<file path="config.mk">
export PLATFORM = sky130hd
export DESIGN_NAME = lcd_drive_core
export DESIGN_NICKNAME = d
export VERILOG_FILES = /design/src/rtl/lcd_drv_pkg.sv /design/src/rtl/lcd_drv_sync.sv /design/src/rtl/lcd_drv_ctrl.sv /design/src/rtl/lcd_drv_datapath.sv /design/src/rtl/lcd_drive_core.sv
export SDC_FILE = /design/constraint.sdc
export NUM_CORES = 1
export LEC_CHECK = 0
export ABC_CLOCK_PERIOD_IN_PS = 2850
export BUFFER_PORTS_ARGS = -buffer_cell sky130_fd_sc_hd__buf_4
export CORE_MARGIN = 4
export CORE_UTILIZATION = 50
export DETAILED_ROUTE_END_ITERATION = 8
export MAX_ROUTING_LAYER = met4
export PLACE_DENSITY = 0.77
export SYNTH_ARGS = -nofsm -noshare
export SYNTH_HDL_FRONTEND = slang
export SYNTH_SLANG_ARGS = --single-unit
</file>
<file path="constraint.sdc">
create_clock -name clk -period 2.85 [get_ports clk]
set_input_delay 0.285 -clock clk [delete_from_list [all_inputs] [get_ports clk]]
set_output_delay 0.285 -clock clk [all_outputs]
set_load 0.02 [all_outputs]
</file>
<file path="src/rtl/lcd_drv_pkg.sv">
package lcd_drv_pkg;

  localparam int LEVEL_W = 3;

  // Synchronized controller pins, bundled for one synchronizer instance.
  typedef struct packed {
    logic lineClk;
    logic shiftClk;
    logic alt;
    logic common;
    logic dir1;
    logic dir2;
    logic leftIn1;
    logic rightIn1;
    logic leftIn2;
    logic rightIn2;
  } pins_t;

  // Strobes and qualified levels handed from control to datapath.
  typedef struct packed {
    logic shift1;
    logic latch1;
    logic shift2;
    logic latch2;
    logic data1;
    logic data2;
    logic dir1;
    logic dir2;
    logic alt;
    logic common;
  } ctrl_t;

  // Bias level selected for one output given channel role, latched bit and alternation.
  function automatic logic [LEVEL_W-1:0] levelOf(input logic second, input logic common,
                                                 input logic on, input logic alt);
    logic [LEVEL_W-1:0] lv;
    if (on) begin
      if (second && common) lv = alt ? LEVEL_W'(2) : LEVEL_W'(1);
      else                  lv = alt ? LEVEL_W'(1) : LEVEL_W'(2);
    end else if (!second) begin
      lv = alt ? LEVEL_W'(3) : LEVEL_W'(4);
    end else if (common) begin
      lv = alt ? LEVEL_W'(6) : LEVEL_W'(5);
    end else begin
      lv = alt ? LEVEL_W'(5) : LEVEL_W'(6);
    end
    return lv;
  endfunction

endpackage

</file>
<file path="src/rtl/lcd_drv_sync.sv">
module lcd_drv_sync #(
  parameter int WIDTH  = 1,
  parameter int STAGES = 2
) (
  input  logic             clk,
  input  logic             rst,
  input  logic [WIDTH-1:0] asyncIn,
  output logic [WIDTH-1:0] syncOut
);
  logic [WIDTH-1:0] stage [STAGES];

  always_ff @(posedge clk) begin
    if (rst) begin
      for (int k = 0; k < STAGES; k++) stage[k] <= '0;
    end else begin
      stage[0] <= asyncIn;
      for (int k = 1; k < STAGES; k++) stage[k] <= stage[k-1];
    end
  end

  assign syncOut = stage[STAGES-1];
endmodule

</file>
<file path="src/rtl/lcd_drv_ctrl.sv">
module lcd_drv_ctrl
  import lcd_drv_pkg::*;
#(
  parameter int SYNC_STAGES = 2
) (
  input  logic  clk,
  input  logic  rst,
  input  pins_t rawPins,
  output ctrl_t ctl
);
  localparam int PIN_W = $bits(pins_t);

  logic [PIN_W-1:0] syncVec;
  pins_t            pins;
  logic             prevLine;
  logic             prevShift;
  logic             lineRise, lineFall, shiftRise, shiftFall;

  lcd_drv_sync #(.WIDTH(PIN_W), .STAGES(SYNC_STAGES)) u_sync (
    .clk     (clk),
    .rst     (rst),
    .asyncIn (rawPins),
    .syncOut (syncVec)
  );

  assign pins = pins_t'(syncVec);

  always_ff @(posedge clk) begin
    if (rst) begin
      prevLine  <= 1'b0;
      prevShift <= 1'b0;
    end else begin
      prevLine  <= pins.lineClk;
      prevShift <= pins.shiftClk;
    end
  end

  assign lineRise  =  pins.lineClk  & ~prevLine;
  assign lineFall  = ~pins.lineClk  &  prevLine;
  assign shiftRise =  pins.shiftClk & ~prevShift;
  assign shiftFall = ~pins.shiftClk &  prevShift;

  always_comb begin
    ctl.shift1 = shiftFall;
    ctl.latch1 = lineFall;
    ctl.shift2 = pins.common ? lineRise  : shiftFall;
    ctl.latch2 = pins.common ? shiftRise : lineFall;
    ctl.data1  = pins.dir1 ? pins.rightIn1 : pins.leftIn1;
    ctl.data2  = pins.dir2 ? pins.rightIn2 : pins.leftIn2;
    ctl.dir1   = pins.dir1;
    ctl.dir2   = pins.dir2;
    ctl.alt    = pins.alt;
    ctl.common = pins.common;
  end
endmodule

</file>
<file path="src/rtl/lcd_drv_datapath.sv">
module lcd_drv_datapath
  import lcd_drv_pkg::*;
#(
  parameter int CHAN_W = 20
) (
  input  logic                          clk,
  input  logic                          rst,
  input  ctrl_t                         ctl,
  output logic [1:0][CHAN_W-1:0]        srAll,
  output logic [1:0][CHAN_W-1:0]        latAll,
  output logic [2*CHAN_W*LEVEL_W-1:0]   codes
);
  for (genvar c = 0; c < 2; c++) begin : g_chan
    logic              doShift, doLatch, dIn, dir;
    logic [CHAN_W-1:0] sr, lat;

    if (c == 0) begin : g_first
      assign doShift = ctl.shift1;
      assign doLatch = ctl.latch1;
      assign dIn     = ctl.data1;
      assign dir     = ctl.dir1;
    end else begin : g_second
      assign doShift = ctl.shift2;
      assign doLatch = ctl.latch2;
      assign dIn     = ctl.data2;
      assign dir     = ctl.dir2;
    end

    always_ff @(posedge clk) begin
      if (rst) begin
        sr <= '0;
      end else if (doShift) begin
        if (dir) sr <= {dIn, sr[CHAN_W-1:1]};
        else     sr <= {sr[CHAN_W-2:0], dIn};
      end
    end

    always_ff @(posedge clk) begin
      if (rst)          lat <= '0;
      else if (doLatch) lat <= sr;
    end

    assign srAll[c]  = sr;
    assign latAll[c] = lat;

    for (genvar i = 0; i < CHAN_W; i++) begin : g_out
      assign codes[(c*CHAN_W+i)*LEVEL_W +: LEVEL_W] =
        levelOf((c == 1), ctl.common, lat[i], ctl.alt);
    end
  end
endmodule

</file>
<file path="src/rtl/lcd_drive_core.sv">
module lcd_drive_core
  import lcd_drv_pkg::*;
#(
  parameter int CHAN_W      = 20,
  parameter int SYNC_STAGES = 2
) (
  input  logic                        clk,
  input  logic                        rst,
  input  logic                        lineClk,
  input  logic                        shiftClk,
  input  logic                        altIn,
  input  logic                        commonMode,
  input  logic                        dir1,
  input  logic                        dir2,
  input  logic                        leftIn1,
  input  logic                        rightIn1,
  input  logic                        leftIn2,
  input  logic                        rightIn2,
  output logic                        leftOut1,
  output logic                        leftOe1,
  output logic                        rightOut1,
  output logic                        rightOe1,
  output logic                        leftOut2,
  output logic                        leftOe2,
  output logic                        rightOut2,
  output logic                        rightOe2,
  output logic [2*CHAN_W*LEVEL_W-1:0] levelCode
);
  pins_t                  rawPins;
  ctrl_t                  ctl;
  logic [1:0][CHAN_W-1:0] srAll;
  logic [1:0][CHAN_W-1:0] latAll;
  logic [CHAN_W-1:0]      sr1Q, sr2Q, lat1Q, lat2Q;

  always_comb begin
    rawPins.lineClk  = lineClk;
    rawPins.shiftClk = shiftClk;
    rawPins.alt      = altIn;
    rawPins.common   = commonMode;
    rawPins.dir1     = dir1;
    rawPins.dir2     = dir2;
    rawPins.leftIn1  = leftIn1;
    rawPins.rightIn1 = rightIn1;
    rawPins.leftIn2  = leftIn2;
    rawPins.rightIn2 = rightIn2;
  end

  lcd_drv_ctrl #(.SYNC_STAGES(SYNC_STAGES)) u_ctrl (
    .clk     (clk),
    .rst     (rst),
    .rawPins (rawPins),
    .ctl     (ctl)
  );

  lcd_drv_datapath #(.CHAN_W(CHAN_W)) u_dp (
    .clk    (clk),
    .rst    (rst),
    .ctl    (ctl),
    .srAll  (srAll),
    .latAll (latAll),
    .codes  (levelCode)
  );

  assign sr1Q  = srAll[0];
  assign sr2Q  = srAll[1];
  assign lat1Q = latAll[0];
  assign lat2Q = latAll[1];

  // Both ends always present the end stage; the enable names the driving pin.
  assign leftOut1  = sr1Q[0];
  assign rightOut1 = sr1Q[CHAN_W-1];
  assign leftOe1   = ctl.dir1;
  assign rightOe1  = ~ctl.dir1;
  assign leftOut2  = sr2Q[0];
  assign rightOut2 = sr2Q[CHAN_W-1];
  assign leftOe2   = ctl.dir2;
  assign rightOe2  = ~ctl.dir2;
endmodule

</file>
==> flow_summary.toml, run 1 <==
[grt]
antenna_found_initial = 0
grt_start_max_net_pins = 123
number_of_global_route_vias_before_repair = 3257
grt_pass1_wl_mm = 15.1
grtUsageTotal = 0.164
grt-ovfl-total = 0

[power_and_ir_drop]
pwr_density_cell_nw_per_um2 = 495
irDropWorstVdd_mv = 0.276
p_leak_nw = 2.42

[cts]
cts_made_buffers = 9
cts_sinks = 102
hold_buffers = 0
clkSlewWorstSetupHoldPaths_ns = 0.09
cts_tree = "done"
cts_buffer_depth = 2
ctsRootBufferMaster = "sky130_fd_sc_hd__clkbuf_8"
cts.htree.levels = 3
insertion_delay_ns = 0.35

[drt]
wl_per_cell_um = 12.4
dr_drc_count = 0
drt_iter0_drc = 90
detail-route-antenna-nets = 0
drt-pass1-iter-count = 5
detail_route.wirelength_mm = 9.04
routed-via-count = 3349
vias_per_cell = 4.60

[timing]
timing.final.hold_violations = 0
timing.hold.ws_ns = 0.132
timing.final.crit_share = 0.787
setup_viol_count_final = 0
grt_setup_unrepaired = "false"
timing_max_transition_violations_final = 0
skew_ns = 0.00895
max_slew_margin = 0.308
timing_worst_slew_pin_value_ns = 1.04
timing.final.crit_period_ns = 2.24
timing.fmax_ghz = 0.446
aggregate_negative_setup_slack_ns = 0

[logic_synthesis]
synth_top_area_share = 0.415
syn_area_um2 = 4920
synth.area.top_cells = "sky130_fd_sc_hd__dfxtp_1, sky130_fd_sc_hd__mux2i_1, sky130_fd_sc_hd__buf_4, sky130_fd_sc_hd__nand2b_1, sky130_fd_sc_hd__ha_1"
synth_common_cells = "sky130_fd_sc_hd__dfxtp_1, sky130_fd_sc_hd__mux2i_1, sky130_fd_sc_hd__buf_4, sky130_fd_sc_hd__inv_1, sky130_fd_sc_hd__nand2b_1"
yosys_register_bits = 102
synth_largest_area_cell = "sky130_fd_sc_hd__dfxtp_1"
netlist_instances = 527
avg_inst_size_synth_um2 = 9.33
synth_async_sr_flop_share = 0
yosys.cell_types.count = 23
synth-edff-count = 0
mappedNetlistNets = 559
synth_warnings = 0
post_synthesis_sequential_area_ratio = 0.415
synth-main-ff-cell = "sky130_fd_sc_hd__dfxtp_1"
synthMostInstantiatedCell = "sky130_fd_sc_hd__dfxtp_1"

[setup_path]
criticalPathCategory = "reg2out"
worst-path-max-fanout = 22
setup.worst_path.start_class = "register"
worst-endpoint-required_ns = 2.57
cp_data_arrival_time_ns = 1.96
element_type_at_the_critical_path_end = "output port"

[floorplanning]
design.core.area_um2 = 9420
floorplan.die_area_um2 = 11500
chipHeight_um = 107
placementRows = 35
io_count = 140
initial_utilization = 0.522
die_w_um = 107

[run]
maxCapViolCount = 0

[layout]
nets = 626
drive_gt1_frac = 0.297
area_delta_synth_final_pct = 18.3
filler_cell_count = 809
insertedDiodeCount = 0

[place]
post-dp-hpwl_mm = 6.41
place_congestion = 0.725
port-buffer-count = 139

[worst_hold_path]
hp-class = "in2reg"

[outcome]
outcome = "completed"
## cell families after synthesis
group,share of synthesized area
adder cells (fa/ha/maj),0.0509
AO/OA/AOI/OAI,0.0555
multiplexers,0.163
flip-flops,0.415
XOR/XNOR,0.00178
buffers and inverters,0.156
AND/OR/NAND/NOR,0.157
## sequential cells by signal (all words and copies together) (netlist names)
signal	cells
u_dp.g_chan.sr	40
u_ctrl.u_sync.stage	20
u_ctrl.prevShift	1
u_dp.g_chan.lat	40
u_ctrl.prevLine	1
## per-stage QoR
stage	instance area, um^2	worst slack (ns)	util	cells	total power, mW
final	5820	0.608	0.618	728	2.88
after floorplan	4930	0.527	-	527	1.82
after global placement	5570	0.724	0.592	712	1.88
after global routing	5820	0.405	0.618	728	3.00
after CTS	5810	0.105	0.617	728	2.92
after detailed placement	5570	0.523	0.592	712	1.89
## power breakdown
part,switching [mW],internal [mW]
clock network,0.464,0.566
logic,0.219,0.164
registers,0.0198,1.45
total,0.704,2.18
## critical path: stages, from the launching register on
cell                      delay (ns)
sky130_fd_sc_hd__dfxtp_2        0.59
sky130_fd_sc_hd__inv_1          0.43
sky130_fd_sc_hd__ha_1           0.42
sky130_fd_sc_hd__buf_4          0.16
## per-layer routing
layer	vias up	global-route usage	wire, um
met3	11	0.0265	382
met5	-	-	0
met1	1496	0.193	3980
met4	0	0.0575	105
li1	1776	-	-
met2	66	0.283	4570
## what timing repair did
action,4_1_cts,5_1_grt
buffers inserted,0,0
endpoints found under the setup margin,0,20
endpoints found under the hold margin,0,0
resized for setup,0,2
## worst paths after layout
kind         cells past startpoint  slack (ns)                          to                  startpoint
max                              3        0.61               levelCode[58]  u_ctrl.u_sync.stage[0][17]
min                              2        0.13   u_ctrl.u_sync.stage[0][3]                     leftIn1
max reg2reg                      2        1.03        u_dp.g_chan[1].sr[8]  u_ctrl.u_sync.stage[0][16]
min reg2reg                      1        0.44  u_ctrl.u_sync.stage[0][18]   u_ctrl.u_sync.stage[0][8]
## cells in the final DEF, fill, tap and decap left out, types with 20 or more instances in the layout
cell                         n
sky130_fd_sc_hd__ha_1       20
sky130_fd_sc_hd__nor2b_1    23
sky130_fd_sc_hd__nand2_1    41
sky130_fd_sc_hd__dfxtp_1   101
sky130_fd_sc_hd__a21oi_1    20
sky130_fd_sc_hd__mux2i_1    80
sky130_fd_sc_hd__nor2_1     20
sky130_fd_sc_hd__a211oi_1   20
sky130_fd_sc_hd__buf_4     145
sky130_fd_sc_hd__nand2b_1   42
sky130_fd_sc_hd__inv_1      44
## layout make-up
class                           instances  area, um^2  area share
Multi-Input combinational cell        292        2130       0.366
Sequential cell                       102        2040       0.351
Timing Repair Buffer                  145        1090       0.187
Clock buffer                           13         169      0.0290
Inverter                               44         165      0.0284
Tap cell                              129         161      0.0277
Clock inverter                          3        65.1      0.0112
Power figures use the tool's default switching activity.
==> run 2: changes to the inputs <==
- ABC_CLOCK_PERIOD_IN_PS: 2850 -> 2200
- clock period: 2.85 -> 2.2 ns (I/O delays scaled with it)
==> run 2 against run 1 <==
Effect of this change:
- final area grew 0.24%
- global-route usage decreased by 0.12 points
- register-to-register slack got worse by 0.71 ns
- first-iteration DRC count up 49%
- total power rose by 21%
- clock skew is 0.0072 ns higher
- critical endpoint is now levelCode[99]
- largest power group unchanged
==> flow_summary.toml, run 2 (synthesized netlist as in run 1, its figures left out) <==
[outcome]
outcome = "completed"

[floorplanning]
chipHeight_um = 107
floorplan.die_area_um2 = 11500
placementRows = 35
die_w_um = 107
io_count = 140
initial_utilization = 0.522
design.core.area_um2 = 9420

[layout]
largest_registers_in_the_final_layout = "u_dp.g_chan.lat: 40 flops, u_dp.g_chan.sr: 40 flops, u_ctrl.u_sync.stage: 20 flops"
area_delta_synth_final_pct = 18.6
nets = 632
insertedDiodeCount = 0
drive_gt1_frac = 0.304
most_frequent_cells_in_the_layout = "sky130_fd_sc_hd__buf_4, sky130_fd_sc_hd__dfxtp_1, sky130_fd_sc_hd__mux2i_1, sky130_fd_sc_hd__inv_1, sky130_fd_sc_hd__nand2b_1"
fin_cells = 734
layout.cells.most_common = "sky130_fd_sc_hd__buf_4"
filler_cell_count = 815

[power_and_ir_drop]
irDropWorstVdd_mv = 0.308
pwr_density_cell_nw_per_um2 = 596
p_leak_nw = 2.40

[timing]
timing.final.hold_violations = 0
aggregate_negative_setup_slack_ns = 0
timing_max_transition_violations_final = 0
timing.fmax_ghz = 0.491
max_slew_margin = 0.293
skew_ns = 0.0161
grt_setup_unrepaired = "false"
setup_viol_count_final = 0
timing_worst_slew_pin_value_ns = 1.06
timing.final.crit_period_ns = 2.04
timing.final.crit_share = 0.926

[place]
port-buffer-count = 139
placedCellCount = 714
post-dp-hpwl_mm = 6.49
place_congestion = 0.752

[cts]
cts.htree.levels = 3
insertion_delay_ns = 0.36
ctsRootBufferMaster = "sky130_fd_sc_hd__clkbuf_8"
cts_made_buffers = 9
hold_buffers = 0
cts_tree = "done"
cts_buffer_depth = 2
clkSlewWorstSetupHoldPaths_ns = 0.09
cts_sinks = 102

[grt]
grt_start_max_net_pins = 93
grt_pass1_wl_mm = 15.1
grt-ovfl-total = 0
number_of_global_route_vias_before_repair = 3220
antenna_found_initial = 0
grtUsageTotal = 0.163

[setup_path]
worst-endpoint-required_ns = 1.98
setup.worst_path.start_class = "register"
worst-path-max-fanout = 24
element_type_at_the_critical_path_end = "output port"
criticalPathCategory = "reg2out"
cp_data_arrival_time_ns = 1.82

[worst_hold_path]
hp-class = "in2reg"

[drt]
dr_drc_count = 0
drt-pass1-iter-count = 4
drt_iter0_drc = 134
wl_per_cell_um = 12.9
detail_route.wirelength_mm = 9.47
routed-via-count = 3433
detail-route-antenna-nets = 0
vias_per_cell = 4.68

[run]
maxCapViolCount = 0
run 2: cell types whose count changed in the layout (fill, tap and decap cells not counted):
| cell | before | now |
|---|---|---|
| sky130_fd_sc_hd__clkinvlp_4 | 0 | 5 |
| sky130_fd_sc_hd__buf_4 | 145 | 147 |
| sky130_fd_sc_hd__bufinv_16 | 2 | 0 |
| sky130_fd_sc_hd__clkbuf_8 | 12 | 10 |
| sky130_fd_sc_hd__inv_1 | 44 | 42 |
| sky130_fd_sc_hd__buf_12 | 0 | 1 |
| sky130_fd_sc_hd__clkbuf_1 | 1 | 2 |
| sky130_fd_sc_hd__clkinv_4 | 0 | 1 |
| sky130_fd_sc_hd__dfxtp_1 | 101 | 102 |
| sky130_fd_sc_hd__dfxtp_2 | 1 | 0 |
| sky130_fd_sc_hd__inv_6 | 0 | 1 |
| sky130_fd_sc_hd__xnor2_2 | 0 | 1 |
run 2: final cells by class:
type                            count  area [um^2]  share of cell area
Multi-Input combinational cell    293         2140               0.368
Timing Repair Buffer              148         1120               0.193
Clock buffer                       12          145              0.0249
Timing Repair inverter              2         15.0             0.00257
Clock inverter                      4         30.0             0.00515
Tap cell                          129          161              0.0277
Inverter                           44          173              0.0296
Sequential cell                   102         2040               0.350
run 2: per-layer routing:
metal,up-vias,track usage,routed length (um)
li1,1779,-,-
met1,1561,0.185,4060
met2,82,0.288,4840
met3,11,0.0313,468
met4,0,0.0521,101
met5,-,-,0
run 2: timing repair:
action,CTS,global route
setup buffers,0,1
pin swaps,1,1
setup endpoints to repair,20,40
gates resized for setup,2,2
gates cloned,2,1
run 2: worst paths after layout:
kind | startpoint | endpoint | slack (ns) | cells past startpoint
hold / removal | altIn | u_ctrl.u_sync.stage[0][7] | 0.08 | 2
setup reg to reg | u_ctrl.u_sync.stage[0][16] | u_dp.g_chan[1].sr[16] | 0.32 | 2
setup / recovery | u_ctrl.u_sync.stage[0][17] | levelCode[99] | 0.16 | 4
hold reg to reg | u_ctrl.u_sync.stage[0][3] | u_ctrl.u_sync.stage[0][13] | 0.44 | 1
run 2: through the flow:
step                      power (mW)  hold slack [ns]  cell area (um^2)   util  setup WS (ns)
final                           3.48           0.0759              5830  0.620          0.163
after global routing            3.63           0.0582              5830  0.620        0.00851
after CTS                       3.52           0.0571              5820  0.618        0.00452
after detailed placement        2.46            0.423              5610  0.596          0.352
after global placement          2.44            0.419              5610  0.596          0.460
after floorplan                 2.35            0.348              4940      -          0.246
run 2: report_power, final:
| part | switching, mW | internal, mW |
|---|---|---|
| Clock | 0.614 | 0.448 |
| Sequential | 0.0223 | 1.88 |
| Combinational | 0.298 | 0.221 |
run 2: worst max-delay path, stage by stage (launching register included):
cell and delay [ns]:
sky130_fd_sc_hd__dfxtp_1 0.31, sky130_fd_sc_hd__buf_4 0.23, sky130_fd_sc_hd__xnor2_4 0.41, sky130_fd_sc_hd__clkinvlp_4 0.30, sky130_fd_sc_hd__buf_4 0.22
